File: src/rtl/scs_pkg.sv
package scs_pkg;
  localparam int DATA_W    = 11;
  localparam int ADDR_W    = 4;
  localparam int FRAME_W   = 1 + ADDR_W + DATA_W;
  localparam int NUM_REGS  = 8;
  localparam int FIRST_CTL = 2;
  localparam int LOCK_REG  = 3;
  localparam int LOCK_HI   = DATA_W - 1;
  localparam int LOCK_LO   = DATA_W - 3;
  localparam logic [2:0] LOCK_ON  = 3'd6;
  localparam logic [2:0] LOCK_OFF = 3'd3;

  typedef struct packed {
    logic              rd;
    logic [ADDR_W-1:0] addr;
    logic [DATA_W-1:0] data;
  } cmd_t;
endpackage

File: src/rtl/scs_sync.sv
module scs_sync #(
  parameter int               WIDTH   = 1,
  parameter int               STAGES  = 2,
  parameter logic [WIDTH-1:0] RST_VAL = '0
) (
  input  logic             clk,
  input  logic             rst_n,
  input  logic [WIDTH-1:0] d,
  output logic [WIDTH-1:0] q
);
  for (genvar b = 0; b < WIDTH; b++) begin : g_bit
    logic [STAGES-1:0] chain_q;
    logic [STAGES-1:0] chain_d;

    always_comb chain_d = {chain_q[STAGES-2:0], d[b]};

    always_ff @(posedge clk or negedge rst_n) begin
      if (!rst_n) chain_q <= {STAGES{RST_VAL[b]}};
      else        chain_q <= chain_d;
    end

    assign q[b] = chain_q[STAGES-1];
  end
endmodule

File: src/rtl/scs_frame.sv
module scs_frame
  import scs_pkg::*;
#(
  parameter int MIN_CS_HIGH = 100
) (
  input  logic              clk,
  input  logic              rst_n,
  input  logic              cs_s,
  input  logic              sck_s,
  input  logic              sdi_s,
  input  logic [DATA_W-1:0] rd_data,
  output logic [ADDR_W-1:0] rd_addr,
  output logic              sdo,
  output logic              sdo_oe,
  output logic              commit,
  output logic              bad_frame,
  output cmd_t              cmd,
  output logic              frame_err
);
  localparam int CNT_W = $clog2(FRAME_W + 2);
  localparam logic [CNT_W-1:0] CNT_MAX  = CNT_W'(FRAME_W + 1);
  localparam logic [CNT_W-1:0] CNT_FULL = CNT_W'(FRAME_W);
  localparam logic [CNT_W-1:0] HDR      = CNT_W'(1 + ADDR_W);
  localparam logic [CNT_W-1:0] HDR_LAST = CNT_W'(ADDR_W);
  localparam int HI_W = $clog2(MIN_CS_HIGH + 1);
  localparam logic [HI_W-1:0] HI_MAX = HI_W'(MIN_CS_HIGH);

  logic               cs_prev_q, cs_prev_d;
  logic               sck_prev_q, sck_prev_d;
  logic               in_frame_q, in_frame_d;
  logic [FRAME_W-1:0] sr_q, sr_d;
  logic [CNT_W-1:0]   fcnt_q, fcnt_d;
  logic [CNT_W-1:0]   rcnt_q, rcnt_d;
  logic [HI_W-1:0]    hi_q, hi_d;
  logic               early_q, early_d;
  logic               load_q, load_d;
  logic [DATA_W-1:0]  resp_q, resp_d;
  logic               sdo_q, sdo_d;
  logic               oe_q, oe_d;
  logic               commit_q, commit_d;
  logic               bad_q, bad_d;
  logic               err_q, err_d;

  logic cs_fall, cs_rise, sck_fall, sck_rise;

  assign cs_fall  = cs_prev_q & ~cs_s & ~in_frame_q;
  assign cs_rise  = ~cs_prev_q & cs_s & in_frame_q;
  assign sck_fall = sck_prev_q & ~sck_s;
  assign sck_rise = ~sck_prev_q & sck_s;

  always_comb begin
    cs_prev_d  = cs_s;
    sck_prev_d = sck_s;
    in_frame_d = in_frame_q;
    sr_d       = sr_q;
    fcnt_d     = fcnt_q;
    rcnt_d     = rcnt_q;
    hi_d       = hi_q;
    early_d    = early_q;
    load_d     = 1'b0;
    resp_d     = resp_q;
    sdo_d      = sdo_q;
    oe_d       = oe_q;
    commit_d   = 1'b0;
    bad_d      = 1'b0;
    err_d      = err_q;

    if (!in_frame_q && hi_q < HI_MAX) hi_d = hi_q + 1'b1;

    if (cs_fall) begin
      in_frame_d = 1'b1;
      fcnt_d     = '0;
      rcnt_d     = '0;
      early_d    = (hi_q < HI_MAX);
      oe_d       = 1'b1;
      sdo_d      = 1'b0;
      resp_d     = '0;
    end else if (cs_rise) begin
      in_frame_d = 1'b0;
      oe_d       = 1'b0;
      sdo_d      = 1'b0;
      hi_d       = '0;
      if (fcnt_q == CNT_FULL && !early_q) begin
        commit_d = 1'b1;
      end else begin
        bad_d = 1'b1;
        err_d = 1'b1;
      end
    end else if (in_frame_q) begin
      if (load_q) resp_d = rd_data;
      if (sck_fall) begin
        sr_d = {sr_q[FRAME_W-2:0], sdi_s};
        if (fcnt_q != CNT_MAX) fcnt_d = fcnt_q + 1'b1;
        if (fcnt_q == HDR_LAST) load_d = 1'b1;
      end
      if (sck_rise) begin
        if (rcnt_q != CNT_MAX) rcnt_d = rcnt_q + 1'b1;
        if (rcnt_q >= HDR) begin
          sdo_d  = resp_q[DATA_W-1];
          resp_d = {resp_q[DATA_W-2:0], 1'b0};
        end else begin
          sdo_d = 1'b0;
        end
      end
    end
  end

  always_ff @(posedge clk or negedge rst_n) begin
    if (!rst_n) begin
      cs_prev_q  <= 1'b1;
      sck_prev_q <= 1'b0;
      in_frame_q <= 1'b0;
      sr_q       <= '0;
      fcnt_q     <= '0;
      rcnt_q     <= '0;
      hi_q       <= HI_MAX;
      early_q    <= 1'b0;
      load_q     <= 1'b0;
      resp_q     <= '0;
      sdo_q      <= 1'b0;
      oe_q       <= 1'b0;
      commit_q   <= 1'b0;
      bad_q      <= 1'b0;
      err_q      <= 1'b0;
    end else begin
      cs_prev_q  <= cs_prev_d;
      sck_prev_q <= sck_prev_d;
      in_frame_q <= in_frame_d;
      sr_q       <= sr_d;
      fcnt_q     <= fcnt_d;
      rcnt_q     <= rcnt_d;
      hi_q       <= hi_d;
      early_q    <= early_d;
      load_q     <= load_d;
      resp_q     <= resp_d;
      sdo_q      <= sdo_d;
      oe_q       <= oe_d;
      commit_q   <= commit_d;
      bad_q      <= bad_d;
      err_q      <= err_d;
    end
  end

  assign rd_addr   = sr_q[ADDR_W-1:0];
  assign sdo       = sdo_q;
  assign sdo_oe    = oe_q;
  assign commit    = commit_q;
  assign bad_frame = bad_q;
  assign cmd       = cmd_t'(sr_q);
  assign frame_err = err_q;
endmodule

File: src/rtl/scs_regs.sv
module scs_regs
  import scs_pkg::*;
(
  input  logic              clk,
  input  logic              rst_n,
  input  logic              commit,
  input  cmd_t              cmd,
  input  logic [DATA_W-1:0] flt_a,
  input  logic [DATA_W-1:0] flt_b,
  input  logic [ADDR_W-1:0] rd_addr,
  output logic [DATA_W-1:0] rd_data,
  output logic              locked
);
  localparam int IDX_W = $clog2(NUM_REGS);

  logic [DATA_W-1:0] view [NUM_REGS];
  logic              wr_cmd;

  assign wr_cmd = commit & ~cmd.rd;

  for (genvar i = 0; i < NUM_REGS; i++) begin : g_word
    if (i < FIRST_CTL) begin : g_stat
      assign view[i] = (i == 0) ? flt_a : flt_b;
    end else if (i == LOCK_REG) begin : g_lock
      logic [2:0]         fld_q, fld_d;
      logic [LOCK_LO-1:0] low_q, low_d;
      logic               hit;
      logic [2:0]         code;

      assign hit  = wr_cmd && (cmd.addr == ADDR_W'(i));
      assign code = cmd.data[LOCK_HI:LOCK_LO];

      always_comb begin
        fld_d = fld_q;
        low_d = low_q;
        if (hit && (code == LOCK_ON || code == LOCK_OFF)) fld_d = code;
        if (hit && !locked) low_d = cmd.data[LOCK_LO-1:0];
      end

      always_ff @(posedge clk or negedge rst_n) begin
        if (!rst_n) begin
          fld_q <= LOCK_OFF;
          low_q <= '0;
        end else begin
          fld_q <= fld_d;
          low_q <= low_d;
        end
      end

      assign view[i] = {fld_q, low_q};
      assign locked  = (fld_q == LOCK_ON);
    end else begin : g_ctl
      logic [DATA_W-1:0] val_q, val_d;
      logic              we;

      assign we = wr_cmd && !locked && (cmd.addr == ADDR_W'(i));

      always_comb val_d = we ? cmd.data : val_q;

      always_ff @(posedge clk or negedge rst_n) begin
        if (!rst_n) val_q <= '0;
        else        val_q <= val_d;
      end

      assign view[i] = val_q;
    end
  end

  assign rd_data = (rd_addr < ADDR_W'(NUM_REGS)) ? view[rd_addr[IDX_W-1:0]] : '0;
endmodule

File: src/rtl/scs_slave.sv
module scs_slave
  import scs_pkg::*;
#(
  parameter int SYNC_STAGES = 2,
  parameter int MIN_CS_HIGH = 100
) (
  input  logic              clk,
  input  logic              rst_n,
  input  logic              cs_n,
  input  logic              sck,
  input  logic              sdi,
  output logic              sdo,
  output logic              sdo_oe,
  input  logic [DATA_W-1:0] flt_a,
  input  logic [DATA_W-1:0] flt_b,
  output logic              frame_err
);
  logic [1:0]        rst_pipe_q;
  logic              rst_n_int;
  logic [2:0]        pin_q;
  logic              cs_s, sck_s, sdi_s;
  logic [ADDR_W-1:0] rd_addr_w;
  logic [DATA_W-1:0] rd_data_w;
  logic              commit_w, bad_w, locked_w;
  cmd_t              cmd_w;

  // reset asserts at once, leaves on a clock edge
  always_ff @(posedge clk or negedge rst_n) begin
    if (!rst_n) rst_pipe_q <= '0;
    else        rst_pipe_q <= {rst_pipe_q[0], 1'b1};
  end
  assign rst_n_int = rst_pipe_q[1];

  scs_sync #(
    .WIDTH  (3),
    .STAGES (SYNC_STAGES),
    .RST_VAL(3'b100)
  ) u_sync (
    .clk  (clk),
    .rst_n(rst_n_int),
    .d    ({cs_n, sck, sdi}),
    .q    (pin_q)
  );
  assign cs_s  = pin_q[2];
  assign sck_s = pin_q[1];
  assign sdi_s = pin_q[0];

  scs_frame #(
    .MIN_CS_HIGH(MIN_CS_HIGH)
  ) u_frame (
    .clk      (clk),
    .rst_n    (rst_n_int),
    .cs_s     (cs_s),
    .sck_s    (sck_s),
    .sdi_s    (sdi_s),
    .rd_data  (rd_data_w),
    .rd_addr  (rd_addr_w),
    .sdo      (sdo),
    .sdo_oe   (sdo_oe),
    .commit   (commit_w),
    .bad_frame(bad_w),
    .cmd      (cmd_w),
    .frame_err(frame_err)
  );

  scs_regs u_regs (
    .clk    (clk),
    .rst_n  (rst_n_int),
    .commit (commit_w),
    .cmd    (cmd_w),
    .flt_a  (flt_a),
    .flt_b  (flt_b),
    .rd_addr(rd_addr_w),
    .rd_data(rd_data_w),
    .locked (locked_w)
  );
endmodule

File: config.mk
export PLATFORM = sky130hd
export DESIGN_NAME = scs_slave
export DESIGN_NICKNAME = d
export VERILOG_FILES = /design/src/rtl/scs_pkg.sv /design/src/rtl/scs_sync.sv /design/src/rtl/scs_frame.sv /design/src/rtl/scs_regs.sv /design/src/rtl/scs_slave.sv
export SDC_FILE = /design/constraint.sdc
export NUM_CORES = 1
export LEC_CHECK = 0
export ABC_AREA = 1
export BUFFER_PORTS_ARGS = -buffer_cell sky130_fd_sc_hd__buf_2
export CAP_MARGIN = 20
export CORE_UTILIZATION = 55
export DETAILED_ROUTE_END_ITERATION = 12
export PLACE_DENSITY = 0.73
export SYNTH_ARGS = -nofsm -noshare
export SYNTH_HDL_FRONTEND = slang
export SYNTH_SLANG_ARGS = --single-unit
File: constraint.sdc
create_clock -name clk -period 4.6 [get_ports clk]
set_clock_uncertainty 0.1 [all_clocks]
set_input_delay 0.23 -clock clk [delete_from_list [all_inputs] [get_ports clk]]
set_output_delay 0.23 -clock clk [all_outputs]
set_load 0.005 [all_outputs]
==> metrics.txt <==
count of final max-slew check failures=0; count of flip-flops with a built-in enable after synthesis=0; final clock period utilization by the worst path=0.532; distinct cell type count after synthesis=39; cell family contributing the most delay on the critical path=flip-flops; pwr/cell area=516 mW/mm^2; number of buffers created by CTS=17; global-route wire length before repair=24300 microns; worst endpoint data arrival time=2650 ps; initial antenna violation count=0; first-pass iteration count of the detailed router=5; Pwr Total=3670 uW; total core area=0.0110 sq mm; highest-count cells in the layout ignoring fill and taps=nand2_1, dfrtp_1, inv_1; number of nets produced by synthesis=863; # rows=38; clock latency on the worst-skew pair=410 ps; Inserted Diodes=0; clock slew at the register clock pins of the worst setup and hold paths=60 ps; Slew @ Worst Pin=957 ps; via count of the routed design=5316; Die Outline Area=0.0120 sq mm; fraction of the core area covered by cells at the end of the flow=0.643; Worst Slack Setup Final=2150 ps; Startpoint Class=register; Clock Tree Buf Depth=2; master cell of the clock root buffer=clkbuf_16; total half-perimeter wirelength after legalization and detailed placement=9250 microns; Routed wire per std cell=14.4 microns; vertical extent of the die=110 microns; post-synthesis sequential area ratio=0.498; largest net degree at the start of global routing=75; number of nets in the final layout=882; DRC violations left=0; area overhead of the layout relative to synthesis=11.7%; port buffer count=29; Worst path max stage delay=860 ps; time the final worst path needs with I/O delays and setup=2450 ps; number of cell instances on the worst register-to-register path=7; final hold violation count=0; number of violations of the max-capacitance limit=0; total gr overflow=0; slowest CP cell=dfrtp_1; H-tree levels=4; mean area per synthesized cell=7.66 sq um; Data required, critical path=4810 ps; global routing usage summed across all routing layers=0.271; Stages on worst setup path=7; share of final-layout standard cells stronger than drive strength 1=0.108; Setup WS pre-CTS=2220 ps; synthesized instance count=830; routability congestion estimate=0.836; maximum fanout along the worst path=30; static leakage=0.00337 uW; classification of the worst setup path=reg -> reg; flip-flop cell with the highest count after synthesis=dfrtp_1; number of synthesized register bits=126; DR vias/cell=5.31; clock tree from TritonCTS=built; wirelength, routed=14500 microns; maximum clock rate=409 MHz; element type at the critical path end=register; class of the most critical hold timing path=in -> async; initial DRC count=502; number of warning messages in the yosys log=0; die width=110 microns; Antenna Nets Post-Route=0; setup-violating endpoint count in the final report=0; outcome=finished clean; vias in the first global route=5170; number of sinks on the clock net=126; I/O pin count=30; most common library cell in the layout ignoring fill and taps=nand2_1; Buffers & Inverters on Critical Path=1; share of async-settable or async-resettable flops after synthesis=1.00; RSZ-0062 raised after global routing=false; Slew Limit Headroom=0.362; initial core utilization=0.576; Critical Path, Cell by Cell=inv_1 -> nand3_1 -> nand3_1 -> nand3_1 -> nand2_1 -> nand2_1 -> nand2_1; TNS Setup=0 ps; cell area after synthesis=0.00636 sq mm; highest ir drop seen on vdd=0.378 mV
==> worst register-to-register path: stages (launching register included) <==
cell and delay (ps):
dfrtp_1 860, inv_1 670, nand3_1 330, nand3_1 100, nand3_1 80, nand2_1 70, nand2_1 90, nand2_1 50
==> metal layers <==
metal / share of wire / vias to the layer above / wire length (microns) / track usage
li1: - / 2626 / - / -
met1: 0.46 / 2511 / 6630 / 0.365
met2: 0.47 / 156 / 6740 / 0.424
met3: 0.058 / 23 / 844 / 0.0640
met4: 0.016 / 0 / 235 / 0.108
met5: 0 / - / 0 / 0
==> kinds of logic (layout without fill, tap and decap cells) <==
group,count (synthesis),in the layout,synth area share
AOI/OAI and AO/OA,109,109,0.0917
and+or+nand+nor,432,432,0.291
DFF,126,126,0.498
buffers and inverters,150,182,0.0988
adders and majority gates,6,6,0.0118
xor gates and xnor gates,6,6,0.00827
other,1,1,0.000590
==> report_power, final <==
group          internal [uW]  total, uW  switching [uW]
combinational            321       1010             685
clock                    741       1230             491
sequential              1250       1430             177
total                   2310       3670            1350
==> per-stage QoR <==
step	hold WS [ps]	std cells	cell area [sq um]
floorplan	-166	830	6360
global placement	-85.0	966	6510
detailed placement	-81.9	966	6510
CTS	10.9	1002	7100
global route	22.6	1002	7100
finish	26.3	1002	7100
==> cell type report <==
cell class,count,area [sq um]
clock buffer,19,433
fill,970,3930
timing repair buffer,36,208
sequential,126,3170
multi-input combinational,554,2560
clock inverter,13,118
inverter,114,433
tap,140,175
==> state kept, by name, summed over array words and instances, names as in the netlist, 2 cells and up <==
signal / cells
u_frame.rcnt_q: 5
u_frame.fcnt_q: 5
u_sync.g_bit.chain_q: 6
u_frame.resp_q: 11
u_frame.hi_q: 7
u_frame.cmd: 16
rst_pipe_q: 2
u_regs.g_word.g_lock.low_q: 8
u_regs.g_word.g_lock.fld_q: 3
u_regs.g_word.g_ctl.val_q: 55
==> final timing paths <==
kind / endpoint / slack [ps] / start
worst max-delay path: u_frame.resp_q[8] / 2150 / u_frame.cmd[1]
worst min-delay path: rst_pipe_q[1] / 30 / rst_n
worst max register to register: u_frame.resp_q[8] / 2150 / u_frame.cmd[1]
worst min register to register: u_sync.g_bit[0].chain_q[1] / 250 / u_sync.g_bit[0].chain_q[0]
max in group asynchronous: u_frame.resp_q[4] / 2830 / rst_pipe_q[1]
min in group clk: u_sync.g_bit[0].chain_q[1] / 250 / u_sync.g_bit[0].chain_q[0]
==> cell usage after synthesis (4+ instances only) <==
cell type / instances / area share
o21ai_0: 66 / 0.052
nor3_1: 6 / 0.0047
nor2_1: 47 / 0.028
nand3_1: 77 / 0.061
xor2_1: 5 / 0.0069
inv_1: 107 / 0.063
dfrtp_1: 118 / 0.46
o21ai_1: 27 / 0.021
buf_2: 14 / 0.011
dfstp_2: 8 / 0.033
clkinv_1: 4 / 0.0024
clkbuf_1: 13 / 0.0077
buf_4: 5 / 0.0059
nand2_1: 281 / 0.17
ha_1: 6 / 0.012
a21oi_1: 7 / 0.0055
==> repair_timing <==
item | CTS | global route
hold buffers | 4 | 0
setup buffers | 0 | 0
resized for setup | 0 | 0
hold endpoints to repair | 5 | 0
setup endpoints to repair | 0 | 0
No activity file was read; power rests on OpenSTA's default activity.
